==> src/rtl/ebc_pkg.sv <==
package ebc_pkg;
  typedef enum logic [2:0] {
    ST_IDLE,
    ST_T1,
    ST_T2,
    ST_T3,
    ST_ACK
  } bus_st_e;

  typedef struct packed {
    logic use_hi;
    logic use_lo;
    logic split;
  } lane_sel_t;
endpackage

==> src/rtl/ebc_area_dec.sv <==
module ebc_area_dec #(
  parameter int ADDR_W         = 24,
  parameter int NUM_AREAS      = 8,
  parameter int AREA_SHIFT     = 21,
  parameter int A0_SMALL_SHIFT = 17
) (
  input  logic [ADDR_W-1:0]    addr_i,
  input  logic                 large_mode_i,
  input  logic [NUM_AREAS-1:0] area_wide_i,
  output logic [NUM_AREAS-1:0] area_oh_o,
  output logic                 wide_o
);
  localparam int AREA_W = $clog2(NUM_AREAS);

  logic [AREA_W-1:0] idx;
  assign idx    = addr_i[AREA_SHIFT +: AREA_W];
  assign wide_o = area_wide_i[idx];

  for (genvar g = 0; g < NUM_AREAS; g++) begin : g_area
    if (g == 0) begin : g_a0
      // small-address modes shrink area 0
      logic in_small;
      assign in_small     = (addr_i[AREA_SHIFT-1:A0_SMALL_SHIFT] == '0);
      assign area_oh_o[g] = (idx == AREA_W'(g)) && (large_mode_i || in_small);
    end else begin : g_an
      assign area_oh_o[g] = (idx == AREA_W'(g));
    end
  end
endmodule

==> src/rtl/ebc_lane_map.sv <==
module ebc_lane_map
  import ebc_pkg::*;
(
  input  logic        wide_i,
  input  logic        word_i,
  input  logic        odd_i,
  input  logic        phase_i,
  input  logic [15:0] wdata_i,
  output lane_sel_t   sel_o,
  output logic [15:0] dout_o
);
  logic [7:0] byte_val;

  always_comb begin
    sel_o.split  = word_i && !wide_i;
    sel_o.use_hi = !wide_i || word_i || !odd_i;
    sel_o.use_lo = wide_i && (word_i || odd_i);
    byte_val     = (sel_o.split && !phase_i) ? wdata_i[15:8] : wdata_i[7:0];
    // unused lane simply repeats the byte
    dout_o       = (wide_i && word_i) ? wdata_i : {byte_val, byte_val};
  end
endmodule

==> src/rtl/ebc_seq.sv <==
module ebc_seq
  import ebc_pkg::*;
(
  input  logic    clk_i,
  input  logic    rst_ni,
  input  logic    req_i,
  input  logic    split_i,
  output bus_st_e st_o,
  output logic    phase_o,
  output logic    load_o,
  output logic    cap_o
);
  bus_st_e st_q, st_d;
  logic    phase_q, phase_d;

  always_comb begin
    st_d    = st_q;
    phase_d = phase_q;
    unique case (st_q)
      ST_IDLE: if (req_i) begin
        st_d    = ST_T1;
        phase_d = 1'b0;
      end
      ST_T1: st_d = ST_T2;
      ST_T2: st_d = ST_T3;
      ST_T3: begin
        if (split_i && !phase_q) begin
          st_d    = ST_T1;
          phase_d = 1'b1;
        end else begin
          st_d = ST_ACK;
        end
      end
      ST_ACK:  st_d = ST_IDLE;
      default: st_d = ST_IDLE;
    endcase
  end

  always_ff @(posedge clk_i or negedge rst_ni) begin
    if (!rst_ni) begin
      st_q    <= ST_IDLE;
      phase_q <= 1'b0;
    end else begin
      st_q    <= st_d;
      phase_q <= phase_d;
    end
  end

  assign st_o    = st_q;
  assign phase_o = phase_q;
  assign load_o  = (st_q == ST_IDLE) && req_i;
  assign cap_o   = (st_q == ST_T3);
endmodule

==> src/rtl/ext_bus_ctrl.sv <==
module ext_bus_ctrl
  import ebc_pkg::*;
#(
  parameter int ADDR_W         = 24,
  parameter int NUM_AREAS      = 8,
  parameter int AREA_SHIFT     = 21,
  parameter int A0_SMALL_SHIFT = 17
) (
  input  logic                 clk_i,
  input  logic                 rst_ni,
  input  logic                 req_i,
  output logic                 ack_o,
  input  logic [ADDR_W-1:0]    addr_i,
  input  logic                 word_i,
  input  logic                 we_i,
  input  logic [15:0]          wdata_i,
  output logic [15:0]          rdata_o,
  input  logic [NUM_AREAS-1:0] area_wide_i,
  input  logic                 large_mode_i,
  output logic [ADDR_W-1:0]    bus_addr_o,
  output logic [NUM_AREAS-1:0] bus_cs_no,
  output logic                 bus_rd_no,
  output logic                 bus_hwr_no,
  output logic                 bus_lwr_no,
  output logic [15:0]          bus_d_o,
  output logic                 bus_d_oe_o,
  input  logic [15:0]          bus_d_i
);
  logic [ADDR_W-1:0]    addr_q;
  logic                 word_q, we_q;
  logic [15:0]          wdata_q, rdata_q;
  logic [NUM_AREAS-1:0] area_oh;
  logic                 wide, phase, load, cap, active, strobe;
  bus_st_e              st;
  lane_sel_t            sel;
  logic [15:0]          dout;

  ebc_area_dec #(
    .ADDR_W(ADDR_W), .NUM_AREAS(NUM_AREAS),
    .AREA_SHIFT(AREA_SHIFT), .A0_SMALL_SHIFT(A0_SMALL_SHIFT)
  ) u_dec (
    .addr_i(addr_q), .large_mode_i(large_mode_i), .area_wide_i(area_wide_i),
    .area_oh_o(area_oh), .wide_o(wide)
  );

  ebc_lane_map u_lane (
    .wide_i(wide), .word_i(word_q), .odd_i(addr_q[0]), .phase_i(phase),
    .wdata_i(wdata_q), .sel_o(sel), .dout_o(dout)
  );

  ebc_seq u_seq (
    .clk_i(clk_i), .rst_ni(rst_ni), .req_i(req_i), .split_i(sel.split),
    .st_o(st), .phase_o(phase), .load_o(load), .cap_o(cap)
  );

  always_ff @(posedge clk_i or negedge rst_ni) begin
    if (!rst_ni) begin
      addr_q  <= '0;
      word_q  <= 1'b0;
      we_q    <= 1'b0;
      wdata_q <= '0;
    end else if (load) begin
      addr_q  <= addr_i;
      word_q  <= word_i;
      we_q    <= we_i;
      wdata_q <= wdata_i;
    end
  end

  always_ff @(posedge clk_i or negedge rst_ni) begin
    if (!rst_ni) begin
      rdata_q <= '0;
    end else if (cap && !we_q) begin
      if (sel.split) begin
        if (phase) rdata_q[7:0]  <= bus_d_i[15:8];
        else       rdata_q[15:8] <= bus_d_i[15:8];
      end else if (word_q) begin
        rdata_q <= bus_d_i;
      end else begin
        rdata_q <= {8'h00, sel.use_lo ? bus_d_i[7:0] : bus_d_i[15:8]};
      end
    end
  end

  assign active = (st == ST_T1) || (st == ST_T2) || (st == ST_T3);
  assign strobe = (st == ST_T2) || (st == ST_T3);

  always_comb begin
    if (sel.split)   bus_addr_o = {addr_q[ADDR_W-1:1], phase};
    else if (word_q) bus_addr_o = {addr_q[ADDR_W-1:1], 1'b0};
    else             bus_addr_o = addr_q;
  end

  assign bus_cs_no  = active ? ~area_oh : '1;
  assign bus_rd_no  = !(strobe && !we_q);
  assign bus_hwr_no = !(strobe && we_q && sel.use_hi);
  assign bus_lwr_no = !(strobe && we_q && sel.use_lo);
  assign bus_d_o    = dout;
  assign bus_d_oe_o = active && we_q;
  assign ack_o      = (st == ST_ACK);
  assign rdata_o    = rdata_q;
endmodule

==> config.mk <==
export PLATFORM = sky130hd
export DESIGN_NAME = ext_bus_ctrl
export DESIGN_NICKNAME = d
export VERILOG_FILES = /design/src/rtl/ebc_pkg.sv /design/src/rtl/ebc_area_dec.sv /design/src/rtl/ebc_lane_map.sv /design/src/rtl/ebc_seq.sv /design/src/rtl/ext_bus_ctrl.sv
export SDC_FILE = /design/constraint.sdc
export NUM_CORES = 1
export LEC_CHECK = 0
export BUFFER_PORTS_ARGS = -buffer_cell sky130_fd_sc_hd__buf_2
export CAP_MARGIN = 20
export CORE_MARGIN = 2
export CORE_UTILIZATION = 47
export DETAILED_ROUTE_END_ITERATION = 10
export GPL_ROUTABILITY_DRIVEN = 1
export PLACE_DENSITY = 0.8
export SYNTH_ARGS = -nofsm -noshare
export SYNTH_HDL_FRONTEND = slang
export SYNTH_SLANG_ARGS = --single-unit
==> constraint.sdc <==
create_clock -name clk_i -period 2.2 [get_ports clk_i]
set_input_delay 0.33 -clock clk_i [delete_from_list [all_inputs] [get_ports clk_i]]
set_output_delay 0.33 -clock clk_i [all_outputs]
set_load 0.05 [all_outputs]
==> Word-level counts from Yosys, hierarchy flattened <==
Cells that the tools add are included.
{ "word_totals": {"regBits": 62, "inputBits": 70, "out_inout_bits": 69, "word_cells": 76} }
{ "op_classes": {"order_cmp": 1, "eq_ne": 15, "muxes": 18, "bitwise_logic": 1, "n_reduce_logical": 33} }
{ "ops": {"columns": ["operator", "count"], "rows": [
  ["2-to-1 mux 16 bit", 3],
  ["2-to-1 mux 8 bit", 5],
  ["== test 3 bit, second input constant", 5],
  ["== test 3 x 2 -> 1 bit, second input constant", 4],
  ["logical AND 1 bit", 12],
  ["one-hot mux 3 bit (4 select lines)", 1],
  ["NOT 8 bit", 1],
  ["zero test 1 bit", 7],
  ["logical OR 1 bit", 7],
  ["== test 3 x 1 -> 1 bit, second input constant", 2],
  ["zero test 3 bit", 2],
  ["2-to-1 mux 3 bit", 2],
  ["inequality test 2 bit, second input constant", 3],
  ["2-to-1 mux 1 bit", 5],
  ["zero test 4 bit", 1],
  ["less-than comparator 3 x 4 -> 1 bit, second input constant", 1],
  ["AND reduction 2 bit", 2],
  ["binary-select mux 1 bit (select 3 bit)", 1],
  ["AND reduction 3 bit", 1],
  ["inequality test 2 x 1 -> 1 bit, second input constant", 1],
  ["one-hot mux 1 bit (2 select lines)", 1],
  ["nonzero test 2 bit", 1]
]} }

==> Longest topological paths before layout <==
Gate-level depths: netlist of the first run.
{ "depth": {"ltp_word": 7, "depth_mapped": 7, "ltp_nobuf": 4} }

==> By module <==
A second synthesis of the first run with hierarchy kept.
{ "unflattened": {"cells_unflattened": 259, "area_unflattened_um2": 3259.4} }
{ "by_module_without_submodules": {"columns": ["module", "n_inst", "cells_per_inst", "area_each_um2", "seq_area_each_um2"], "rows": [
  ["ext_bus_ctrl", 1, 196, 2625.0, 1451.4],
  ["ebc_lane_map", 1, 23, 266.5, 0.0],
  ["ebc_seq", 1, 17, 203.9, 100.1],
  ["ebc_area_dec", 1, 23, 163.9, 0.0]
]} }

==> Worst setup path after synthesis of the first run <==
No wires, ideal clock.
{ "synth_timing": {"path_type": "flip-flop to output port", "from": "register addr_q[21]", "to": "output port bus_hwr_no", "arrival_ns": 3.278, "required_time_ns": 1.870, "path_slack_ns": -1.408, "stages_incl_launch_ff": 6, "path_buffers": 2, "path_cell_list": "dfrtp_1 -> buf_2 -> mux4_2 -> mux2i_4 -> buf_6 -> o311ai_0"} }
{ "synth_via": {"elab_chain_cells": 7} }
{ "synth_rtl": {"columns": ["item", "line", "text"], "rows": [
  ["start, declared", "ext_bus_ctrl.sv:29", "logic [ADDR_W-1:0] addr_q;"],
  ["start signal, assigned", "ext_bus_ctrl.sv:63", "addr_q <= addr_i;"],
  ["binary-select mux 1 bit (select 3 bit)", "ebc_area_dec.sv:17", "assign wide_o = area_wide_i[idx];"],
  ["2-to-1 mux 1 bit (implied by the code)", "ebc_area_dec.sv:17", null],
  ["zero test 1 bit", "ebc_lane_map.sv:16", "sel_o.use_hi = !wide_i || word_i || !odd_i;"],
  ["logical OR 1 bit (2 in a row)", "ebc_lane_map.sv:16", null],
  ["logical AND 1 bit", "ext_bus_ctrl.sv:96", "assign bus_hwr_no = !(strobe && we_q && sel.use_hi);"],
  ["zero test 1 bit", "ext_bus_ctrl.sv:96", null],
  ["end, declared", "ext_bus_ctrl.sv:23", "output logic bus_hwr_no,"]
]} }
No other way between the ends. The select of a mux whose other input is x is not followed.

==> Worst setup path in the final report of the first run <==
{ "layout_timing": {"from": "register addr_q[21]", "to": "output port bus_d_o[14]"} }
{ "layout_via": {"elab_chain_cells": 7, "word_cells_on_any_way": 8, "classes_between": "4 x mux; 4 x reduce/logical"} }
{ "layout_rtl": {"columns": ["item", "line", "text"], "rows": [
  ["binary-select mux 1 bit (select 3 bit) (*)", "ebc_area_dec.sv:17", null],
  ["2-to-1 mux 1 bit (implied by the code) (*)", "ebc_area_dec.sv:17", null],
  ["zero test 1 bit", "ebc_lane_map.sv:15", "sel_o.split = word_i && !wide_i;"],
  ["logical AND 1 bit", "ebc_lane_map.sv:15", null],
  ["logical AND 1 bit", "ebc_lane_map.sv:18", "byte_val = (sel_o.split && !phase_i) ? wdata_i[15:8] : wdata_i[7:0];"],
  ["2-to-1 mux 8 bit", "ebc_lane_map.sv:18", null],
  ["2-to-1 mux 16 bit (*)", "ebc_lane_map.sv:20", "dout_o = (wide_i && word_i) ? wdata_i : {byte_val, byte_val};"],
  ["end, declared", "ext_bus_ctrl.sv:25", "output logic [15:0] bus_d_o,"]
]} }
Every way passes the cells marked *; elsewhere a longest branch is shown, timed or not. The select of a mux whose other input is x is not followed.

==> results_dict.tcl, run 1 <==
set metrics [dict create \
    status "complete, but fails checks" \
    violations "setup timing" \
    fmaxAchievable_mhz 393 \
    ys.flop_type "dfrtp_1" \
    overflow 0 \
    slew_viol_final 0 \
    die_h_um 84.4 \
    hold_buffers 0 \
    r2r-start "addr_q[21]" \
    finalWorstSetupSlack_ns -0.342 \
    cp.required_ns 1.87 \
    htree_levels 3 \
    final.fill_count 479 \
    arrival_ns 2.21 \
    antenna_left 0 \
    routed-via-count 2612 \
    wl_um 7750 \
    clk_pin_slew_ns 0.06 \
    crit_type "reg2out" \
    r2r_setup_slack_ns 0.11 \
    diodes 0 \
    initial_core_util_pct 48.2 \
    syn_area_mm2 0.00304 \
    reg2reg_to "rdata_o[5]" \
    grt_start_max_net_pins 45 \
    cp_slowest_cell "mux4_2" \
    hp-class "in2async" \
    placeableCoreArea_mm2 0.00631 \
    utilization_pct 68.6 \
    area_growth_pct 42.5 \
    cts.sinks 62 \
    skew_ns 0.00696 \
    grt_usage_pct 22.4 \
    cp-end-kind "output pin" \
    numCtsBuffers 9 \
    rows 29 \
    drt_first_pass_iters 4 \
    io_pins 139 \
    dieArea_mm2 0.00713 \
    syn_nets 318 \
    period_share_pct 116 \
    whs_ns 0.00243 \
    wl_per_cell_um 16.2 \
    setup_viol 19 \
    via_per_inst 5.48 \
    antenna_found_initial 0 \
    max_stage_delay_ns 0.54 \
    clk_latency_ns 0.34 \
    finalHoldViolCount 0 \
    final_layout_size_suffix_gt1_share_pct 60.3 \
    cp_max_fo 8 \
    synth_edf_count 0 \
    start_kind "flip-flop" \
    fp.dieW_um 84.4 \
    cts-root-buf "clkbuf_8" \
    maxCapViolCount 0 \
    rsz0062_at_grt "true" \
    synth_seq_cells 62 \
    tightestPinTransition_ns 0.471 \
    fin_nets 466 \
    gp_congestion 0.860 \
    port_buffers 138 \
    dp_hpwl_um 5530 \
    first_iter_violations 98 \
    multi_input_area_mm2 0.00152 \
    tns_ns -6.07 \
    grt_pass1_vias 2659 \
    seq_area_mm2 0.00155 \
    drc 0 \
    worstPathCellList "mux4_2 -> mux2i_4 -> a21boi_4 -> mux2_4 -> buf_6" \
    maxSlewHeadroom_pct 68.5 \
    cts_tree "yes" \
    seq_area_frac_synth_pct 51.0 \
    fin_crit_ns 2.54 \
    syn-instance-count 248 \
    ys_async_sr_fraction_pct 100 \
    cts_buffer_depth 2 \
    grt_pass1_wl_um 12700 \
    postSynthAreaPerCell_um2 12.3 \
    synth_cell_types 35 \
    ys.warnings.count 0 \
    r2r_cells 7 \
]
cells in the mapped netlist (2+ instances only):
cell      number  share of area (%)
dfrtp_1       62                 51
mux2_2        41                 15
nand3_1       20                3.3
mux2_1        16                5.9
mux2i_1       16                5.3
nand2_1       15                1.9
nor2_1        14                1.7
o211ai_1       9                2.2
clkbuf_1       8               0.99
o22a_1         8                2.3
buf_2          7                1.2
nor2b_1        4               0.82
and2_1         3               0.62
inv_1          2               0.25
mux4_2         2                1.5
nor3b_1        2               0.49
per-stage QoR:
step                worst slack (ns)  area, um^2  cells
floorplan                     -0.212        3140    248
global placement             -0.0254        3970    459
detailed placement           -0.0567        3970    459
CTS                           -0.374        4280    474
global route                  -0.429        4330    477
finish                        -0.342        4330    477
registers in the layout, indices dropped and copies added, names as in the netlist:
name / flops
addr_q: 24
rdata_o: 16
wdata_q: 16
u_seq.st_o: 3
u_seq.phase_o: 1
we_q: 1
word_q: 1
how the worst max path moves through the flow:
stage,startpoint,cells past startpoint,end,slack (ns)
final,addr_q[21],5,bus_d_o[14],-0.34
after global routing,addr_q[21],5,bus_d_o[1],-0.43
after CTS,addr_q[21],5,bus_d_o[8],-0.37
after detailed placement,addr_q[21],5,bus_d_o[14],-0.06
after global placement,area_wide_i[3],6,bus_d_o[9],-0.03
after floorplan,addr_q[21],5,bus_d_o[10],-0.21
cell usage in the layout, fill, tap and decap left out, drive strengths merged, types with 2 or more instances in the layout:
master,instances
o22a,8
mux2,57
clkbuf,12
mux2i,17
nor3b,2
and2,3
nor2,14
o21ai,2
nand3,20
inv,2
buf,153
dfrtp,62
a21oi,2
nand2,16
mux4,2
o211ai,9
nor2b,4
worst max-delay path, delay by kind of cell, from the launching register on:
| family | cells | cell delay, ns |
|---|---|---|
| DFF | 1 | 0.40 |
| muxes | 3 | 1.14 |
| AOI/OAI and AO/OA | 1 | 0.18 |
| buffers and inverters | 1 | 0.15 |
final cells by class:
class	instances	share of cell area, %
flip-flops and latches	62	35.9
multi-input cells	168	35.0
repair buffers	153	21.9
clock buffers	12	3.81
well taps	77	2.22
clock inverters	3	0.982
inverters	2	0.173
metal layers:
layer | global-route usage [%] | vias to the layer above | part of all wire (%)
met3 | 6.29 | 12 | 8.3
met2 | 36.5 | 118 | 49
li1 | - | 1188 | -
met5 | 0 | - | 0
met1 | 28.8 | 1294 | 41
met4 | 7.94 | 0 | 1.6
logic make-up after synthesis:
group / count (synthesis) / synth area share (%)
AND/OR/NAND/NOR: 66 / 10.9
XOR/XNOR: 1 / 0.288
buffers and inverters: 18 / 2.76
flip-flops: 62 / 51.0
multiplexers: 76 / 28.6
AO/OA/AOI/OAI: 25 / 6.42
repair_timing:
action                                  CTS  global route
gates cloned                              0             0
endpoints found under the setup margin   27            23
pin swaps                                 2             0
setup buffers                             0             3
resized for setup                        35             9
Power of run 1 is left out: the tool's default activity adds up to more than one toggle a clock period on the data nets, which glitch-free logic cannot reach.
==> run 2, diff against run 1 <==
--- a/config.mk
+++ b/config.mk
@@ -12,6 +12,7 @@
 export DETAILED_ROUTE_END_ITERATION = 10
 export GPL_ROUTABILITY_DRIVEN = 1
 export PLACE_DENSITY = 0.8
+export SKIP_LAST_GASP = 1
 export SYNTH_ARGS = -nofsm -noshare
 export SYNTH_HDL_FRONTEND = slang
 export SYNTH_SLANG_ARGS = --single-unit
==> results_dict.tcl, run 2 (same netlist as run 1, synthesis figures left out) <==
set metrics [dict create \
    status "complete, but fails checks" \
    violations "setup timing" \
    tightestPinTransition_ns 0.630 \
    slew_viol_final 0 \
    tns_ns -6.95 \
    pre_cts_ws_ns -0.0567 \
    utilization_pct 70.1 \
    r2r-start "addr_q[21]" \
    grt_pass1_wl_um 12600 \
    cts_tree "yes" \
    cts.sinks 62 \
    antenna_left 0 \
    maxSlewHeadroom_pct 57.9 \
    overflow 0 \
    largest_reg_flops 24 \
    cts_buffer_depth 2 \
    final_layout_size_suffix_gt1_share_pct 60.4 \
    cp-end-kind "output pin" \
    crit_type "reg2out" \
    hp-class "in2async" \
    routed-via-count 2630 \
    maxCapViolCount 0 \
    drt_first_pass_iters 5 \
    via_per_inst 5.47 \
    grt_pass1_vias 2653 \
    finalWorstSetupSlack_ns -0.389 \
    final_common_cell "buf_2" \
    critPathLaunch "addr_q[21]" \
    area_growth_pct 45.6 \
    arrival_ns 2.26 \
    port_buffers 138 \
    drc 0 \
    finalHoldViolCount 0 \
    antenna_found_initial 0 \
    initial_core_util_pct 48.2 \
    mostFrequentLayoutCells "buf_2 (119), dfrtp_1 (60), mux2_2 (43)" \
    clk_latency_ns 0.34 \
    cts-root-buf "clkbuf_8" \
    htree_levels 3 \
    rows 29 \
    cp_slowest_cell "mux4_2" \
    placeableCoreArea_mm2 0.00631 \
    grt_start_max_net_pins 45 \
    worstPathCellList "mux4_2 -> mux2i_4 -> buf_12 -> a21boi_4 -> buf_12 -> mux2_4 -> buf_6" \
    fp.dieW_um 84.4 \
    grt_usage_pct 22.2 \
    gp_congestion 0.860 \
    dieArea_mm2 0.00713 \
    final_cells 481 \
    post-place-cells 459 \
    cp.required_ns 1.87 \
    rsz0062_at_grt "true" \
    diodes 0 \
    die_h_um 84.4 \
    cp_max_fo 8 \
    start_kind "flip-flop" \
    io_pins 139 \
    period_share_pct 118 \
    wl_per_cell_um 16.6 \
    multi_input_area_mm2 0.00153 \
    fin_nets 470 \
    numCtsBuffers 9 \
    final.fill_count 466 \
    top_register "addr_q" \
    clk_pin_slew_ns 0.06 \
    wl_um 8010 \
    worst_path_most_repeated_cell "buf_12" \
    dp_hpwl_um 5530 \
    max_stage_delay_ns 0.54 \
    skew_ns 0.00673 \
    setup_viol 27 \
    first_iter_violations 104 \
    fin_crit_ns 2.59 \
    seq_area_mm2 0.00155 \
    fmaxAchievable_mhz 386 \
    hold_buffers 0 \
]
==> run 2: cell types whose count changed in the layout (fill, tap and decap cells not counted), sizes merged <==
cell,change
buf,+3
nand2,+1
==> run 2: per-stage QoR <==
stage	hold slack (ns)	area, um^2
6_report	0.00158	4430
5_1_grt	0.0227	4430
3_5_place_dp	0.359	3970
4_1_cts	0.00393	4230
3_3_place_gp	0.356	3970
2_1_floorplan	0.0344	3140
==> run 2: layer usage <==
layer	GRT usage [%]	vias to the layer above	part of all wire, %
li1	-	1200	-
met1	28.3	1311	41
met2	36.4	108	50
met3	6.39	11	7.9
met4	7.94	0	1.5
met5	0	-	0
==> run 2: area by class of cell <==
type | count | area share [%]
clock buffer | 12 | 3.73
clock inverter | 3 | 0.961
inverter | 2 | 0.170
multi-input combinational | 169 | 34.7
sequential | 62 | 35.1
tap | 77 | 2.18
timing repair buffer | 156 | 23.2
==> run 2: worst paths after layout <==
| kind | cells past startpoint | end | slack [ns] |
|---|---|---|---|
| worst max-delay path | 7 | bus_d_o[8] | -0.39 |
| worst min-delay path | 2 | we_q | 0.002 |
| worst max register to register | 9 | rdata_o[11] | -0.03 |
| worst min register to register | 1 | rdata_o[7] | 0.49 |
| max in group asynchronous | 2 | wdata_q[12] | 1.84 |
| min in group clk_i | 3 | addr_q[0] | 0.21 |
==> run 2: critical path, delay by kind of cell (launching register included) <==
family / cells / cell delay, ns
AO/OA/AOI/OAI: 1 / 0.05
multiplexers: 3 / 1.02
buffers and inverters: 3 / 0.44
flip-flops: 1 / 0.40
==> run 2: repair_timing <==
action / in CTS / in global routing
gates cloned: 0 / 1
setup buffers: 0 / 6
pin swaps: 2 / 2
endpoints found under the setup margin: 27 / 23
resized for setup: 20 / 32
Power of run 2 is left out for the same reason.
